## src/rtl/mbx_pkg.sv

```systemverilog
package mbx_pkg;

  typedef enum logic [1:0] {
    ACC_NONE  = 2'd0,
    ACC_WRITE = 2'd1,
    ACC_READ  = 2'd2
  } acc_e;

  // Decode the strobes of one port into the kind of access it makes.
  function automatic acc_e classify(input logic ce_n, input logic rw, input logic oe_n);
    acc_e k;
    k = ACC_NONE;
    if (!ce_n) begin
      if (!rw)        k = ACC_WRITE;
      else if (!oe_n) k = ACC_READ;
    end
    return k;
  endfunction

endpackage

```

## src/rtl/mbx_rst_sync.sv

```systemverilog
module mbx_rst_sync (
  input  logic clk,
  input  logic rst_n,
  output logic rst_q_n
);
  logic [1:0] stage_q;
  logic [1:0] stage_d;

  always_comb stage_d = {stage_q[0], 1'b1};

  always_ff @(posedge clk or negedge rst_n) begin
    if (!rst_n) stage_q <= 2'b00;
    else        stage_q <= stage_d;
  end

  assign rst_q_n = stage_q[1];
endmodule

```

## src/rtl/mbx_port_dec.sv

```systemverilog
module mbx_port_dec #(
  parameter int             AW      = 13,
  parameter logic [AW-1:0]  WR_ADDR = '1,
  parameter logic [AW-1:0]  RD_ADDR = '0
) (
  input  logic [AW-1:0] addr,
  input  logic          ce_n,
  input  logic          rw,
  input  logic          oe_n,
  output logic          wr_hit,
  output logic          rd_hit
);
  import mbx_pkg::*;

  acc_e kind;

  always_comb begin
    kind   = classify(ce_n, rw, oe_n);
    wr_hit = (kind == ACC_WRITE) && (addr == WR_ADDR);
    rd_hit = (kind == ACC_READ)  && (addr == RD_ADDR);
  end
endmodule

```

## src/rtl/mbx_flag.sv

```systemverilog
module mbx_flag (
  input  logic clk,
  input  logic rst_n,
  input  logic set,
  input  logic clr,
  output logic flag_n
);
  logic pend_q;
  logic pend_d;
  logic upd;

  // Set outranks clear when both arrive together.
  always_comb begin
    upd    = set | clr;
    pend_d = set;
  end

  always_ff @(posedge clk or negedge rst_n) begin
    if (!rst_n)   pend_q <= 1'b0;
    else if (upd) pend_q <= pend_d;
  end

  assign flag_n = ~pend_q;
endmodule

```

## src/rtl/mbx_irq.sv

```systemverilog
module mbx_irq #(
  parameter int AW = 13
) (
  input  logic          clk,
  input  logic          rst_n,
  input  logic [AW-1:0] l_addr,
  input  logic          l_ce_n,
  input  logic          l_rw,
  input  logic          l_oe_n,
  input  logic [AW-1:0] r_addr,
  input  logic          r_ce_n,
  input  logic          r_rw,
  input  logic          r_oe_n,
  output logic          l_irq_n,
  output logic          r_irq_n
);
  localparam logic [AW-1:0] TOP_WORD  = {AW{1'b1}};
  localparam logic [AW-1:0] NEXT_WORD = {{(AW-1){1'b1}}, 1'b0};
  localparam int            NPORT     = 2;

  logic                rst_q_n;
  logic [AW-1:0]       addr_v [NPORT];
  logic [NPORT-1:0]    ce_v, rw_v, oe_v;
  logic [NPORT-1:0]    wr_hit, rd_hit, irq_v;

  mbx_rst_sync u_rst (.clk(clk), .rst_n(rst_n), .rst_q_n(rst_q_n));

  always_comb begin
    addr_v[0] = l_addr; ce_v[0] = l_ce_n; rw_v[0] = l_rw; oe_v[0] = l_oe_n;
    addr_v[1] = r_addr; ce_v[1] = r_ce_n; rw_v[1] = r_rw; oe_v[1] = r_oe_n;
  end

  // Port 0 (left) sends through the top word, port 1 (right) through the next.
  for (genvar p = 0; p < NPORT; p++) begin : g_port
    localparam int            PEER = NPORT - 1 - p;
    localparam logic [AW-1:0] TX   = (p == 0) ? TOP_WORD : NEXT_WORD;
    localparam logic [AW-1:0] RX   = (p == 0) ? NEXT_WORD : TOP_WORD;

    mbx_port_dec #(.AW(AW), .WR_ADDR(TX), .RD_ADDR(RX)) u_dec (
      .addr  (addr_v[p]),
      .ce_n  (ce_v[p]),
      .rw    (rw_v[p]),
      .oe_n  (oe_v[p]),
      .wr_hit(wr_hit[p]),
      .rd_hit(rd_hit[p])
    );

    mbx_flag u_flag (
      .clk   (clk),
      .rst_n (rst_q_n),
      .set   (wr_hit[PEER]),
      .clr   (rd_hit[p]),
      .flag_n(irq_v[p])
    );
  end

  assign l_irq_n = irq_v[0];
  assign r_irq_n = irq_v[1];
endmodule

```

## config.mk

```make
export PLATFORM = sky130hd
export DESIGN_NAME = mbx_irq
export DESIGN_NICKNAME = d
export VERILOG_FILES = /design/src/rtl/mbx_pkg.sv /design/src/rtl/mbx_rst_sync.sv /design/src/rtl/mbx_port_dec.sv /design/src/rtl/mbx_flag.sv /design/src/rtl/mbx_irq.sv
export SDC_FILE = /design/constraint.sdc
export NUM_CORES = 1
export LEC_CHECK = 0
export BUFFER_PORTS_ARGS = -buffer_cell sky130_fd_sc_hd__buf_2
export CAP_MARGIN = 0
export CORE_AREA = 2 2 39 41
export CTS_BUF_LIST = sky130_fd_sc_hd__clkbuf_8
export CTS_CLUSTER_DIAMETER = 50
export DETAILED_ROUTE_END_ITERATION = 6
export DIE_AREA = 0 0 41 43
export GPL_ROUTABILITY_DRIVEN = 1
export HOLD_SLACK_MARGIN = 0.02
export PLACE_DENSITY = 0.61
export SLEW_MARGIN = 20
export SYNTH_ARGS = -nofsm -noshare
export SYNTH_HDL_FRONTEND = slang
export SYNTH_HIERARCHICAL = 1
export SYNTH_SLANG_ARGS = --single-unit
```

## constraint.sdc

```tcl
create_clock -name clk -period 0.8 [get_ports clk]
set_clock_uncertainty 0.15 [all_clocks]
set_input_delay 0.04 -clock clk [delete_from_list [all_inputs] [get_ports clk]]
set_output_delay 0.04 -clock clk [all_outputs]
set_load 0.01 [all_outputs]
```

==> reports/results.tsv <==
stage	metric	value	unit
floorplan	die width	41	um
synthesis	mapped cell area	244.0	um^2
critical_path	worst setup path category	register to output pin	
power_and_ir_drop	Design Power	0.7334	mW
timing	max-slew violation count	0	
power_and_ir_drop	clock power share	56.6	%
power_and_ir_drop	part of the power in combinational logic	14.6	%
power_and_ir_drop	switching part of the total	18.10	%
placed_design	RD Place Congestion	0.6546	
power_and_ir_drop	leakage	0.2702	nW
timing	Fmax	1079	MHz
timing	Final Hold Viols	4	
global_route	GRT Util Overall	10.40	%
timing	Post-Route Setup TNS	-331.4	ps
floorplan	Initial Util	17.63	%
cts	Hold Buf Count CTS	1	
power_and_ir_drop	PwrDens	1373	mW/mm^2
cts	CTS max path bufs	2	
timing	fin crit period	926.7	ps
critical_path	crit-path cells	inv_2, buf_6	
synthesis	register area share after synthesis	41.03	%
global_route	vias in the first global route	390	
floorplan	die height	43	um
global_route	first-pass GRT wire length	1.214	mm
timing	Hold Slack	-134.5	ps
cts	CTS clk-pin slew, worst paths	30	ps
drt	antenna-violating nets left	0	
hold_path	Hold Path Class	register to asynchronous set/reset pin	
synthesis	yosys warns	6	
cells_and_area	P&R area growth vs syn	119.0	%
global_route	largest net degree at the start of global routing	3	
drt	Wirelength per Cell	8.854	um
power_and_ir_drop	Reg power frac	28.8	%
power_and_ir_drop	Net Sw Power	0.1328	mW
synthesis	syn_area_per_cell	9.759	um^2
critical_path	Critical R2R Capture	g_port[1].u_flag/pend_q	
cells_and_area	share of cells above drive strength 1	69.70	%
critical_path	CP startpoint kind	register	
timing	setup ws final	-126.7	ps
cells_and_area	Nets	102	
drt	DRC viols	0	
global_route	initial antenna violation count	0	
cts	Clock Latency Late Sink	210	ps
global_route	total grt overflow	0	
timing	Tcrit/Tclk final	115.8	%
synthesis	syn nets	59	
cts	CTS Buf Count	3	
cts	TritonCTS clock tree	built	
floorplan	site row count	14	
synthesis	Mapped Cells	25	
run_status	status	finished, violations left	
critical_path	Slowest cell on crit path	dfrtp_1	
critical_path	Critical Path AT	740	ps
drt	WL final	726	um
run_status	violated checks	hold timing, setup timing	
placed_design	input/output buffers	35	
run	max-cap viol count	0	
drt	Vias/cell	4.488	
floorplan	Core Region	0.001384	mm^2
critical_path	Worst R2R Path Depth	3	
timing	Setup Viol. Count Final	4	
cts	H-tree lvl count	1	
critical_path	crit-path max cell delay	360	ps
critical_path	reg2reg start	g_port[1].u_flag/pend_q	
timing	RSZ-0062 raised after global routing	yes	
cts	Clock Sinks	4	
drt	drt initial violations	2	
critical_path	Data required, critical path	610	ps
critical_path	Worst R2R Setup Slack	-40	ps
critical_path	CP max FO	2	
power_and_ir_drop	Worst VDD drop	0.8792	mV
drt	Initial DRT Pass Iterations	2	
synthesis	Synth Register Bits	4	
drt	via count	368	
critical_path	nature of the critical path endpoint	output pin	
power_and_ir_drop	internal power	0.6006	mW
cells_and_area	n_diodes	0	
floorplan	Die ar.	0.001763	mm^2
cts	root buf cell	clkbuf_8	
floorplan	num ports	36	
synthesis	Yosys cell types	14	
stage by stage:
stage	hold slack [ps]	cells	worst slack [ps]	utilization, %	instance area [um^2]
floorplan	-405.6	25	-180.7	-	244.0
global placement	-323.9	76	-334.1	31.74	439.2
detailed placement	-322.5	76	-351.1	31.74	439.2
CTS	-130.9	82	-126.8	38.34	530.5
global route	-130.9	82	-163.6	38.61	534.3
finish	-134.5	82	-126.7	38.61	534.3
registers in the layout, summed over array words and instances, names as in the netlist:
name                  flops
g_port.u_flag/pend_q      2
u_rst/stage_q             2
placed cells by master (no fill, tap or decap):
cell type      netlist  layout
buf_2                0      32
nand4_1              4       4
dfrtp_1              4       4
buf_6                0       4
clkbuf_8             0       3
nand4b_1             3       3
nor4_2               1       2
inv_2                0       2
o21bai_2             2       2
nand2_1              1       1
nand3_1              1       1
nor2_1               1       1
and3_1               1       1
and3b_1              1       1
nor4_1               2       1
or3_1                1       1
buf_4                0       1
dlygate4sd3_1        0       1
conb_1               1       1
synthesized netlist by cell type (all sizes together):
| library cell | n | share of area, % |
|---|---|---|
| conb | 1 | 1.5 |
| nor4 | 3 | 10 |
| dfrtp | 4 | 41 |
| and3b | 1 | 3.6 |
| inv | 2 | 3.1 |
| nand4 | 4 | 10 |
| nand3 | 1 | 2.0 |
| nor2 | 1 | 1.5 |
| and3 | 1 | 2.6 |
| o21bai | 2 | 9.2 |
| nand2 | 1 | 1.5 |
| or3 | 1 | 2.6 |
| nand4b | 3 | 11 |
cell families after synthesis:
family | after synthesis | share of synthesized area [%]
compound gates | 2 | 9.230
buf+inv | 2 | 3.078
other cells | 1 | 1.537
simple gates | 16 | 45.13
flops | 4 | 41.03
what timing repair did:
action / CTS / global route
setup buffers: 2 / 0
resized for setup: 6 / 1
setup endpoints to repair: 4 / 4
pin swaps: 3 / 2
endpoints found under the hold margin: 4 / 4
worst max-delay path, delay by kind of cell (launching register included):
family                 cells  cell delay, ps
flip-flops                 1             360
buffers and inverters      2             170
how the worst max path moves through the flow:
stage	startpoint	end	slack, ps
after global placement	l_ce_n	g_port[0].u_flag/pend_q	-330
final	g_port[0].u_flag/pend_q	l_irq_n	-130
after global routing	g_port[1].u_flag/pend_q	r_irq_n	-160
after detailed placement	l_ce_n	g_port[0].u_flag/pend_q	-350
after floorplan	l_ce_n	g_port[0].u_flag/pend_q	-180
after CTS	g_port[1].u_flag/pend_q	r_irq_n	-130
power groups by stage:
stage,logic (mW),registers (mW),clock network (mW)
6_report,0.107,0.212,0.415
5_1_grt,0.119,0.212,0.447
3_3_place_gp,0.0963,0.214,0
2_1_floorplan,0.0152,0.213,0
3_5_place_dp,0.0993,0.214,0
4_1_cts,0.108,0.212,0.428
cell type report:
type	instances	area [um^2]
flip-flops and latches	4	100.1
multi-input cells	19	142.6
well taps	16	20.02
inverters	2	7.507
repair buffers	38	222.7
fillers	137	849.6
clock buffers	3	41.29
metal layers:
layer,vias to the layer above,share of wire [%],track usage (%)
met2,26,54,19.38
met3,2,13,4.712
met1,161,31,7.541
li1,179,-,-
met5,-,0,0
met4,0,2.3,6.000
Power figures use the tool's default switching activity.
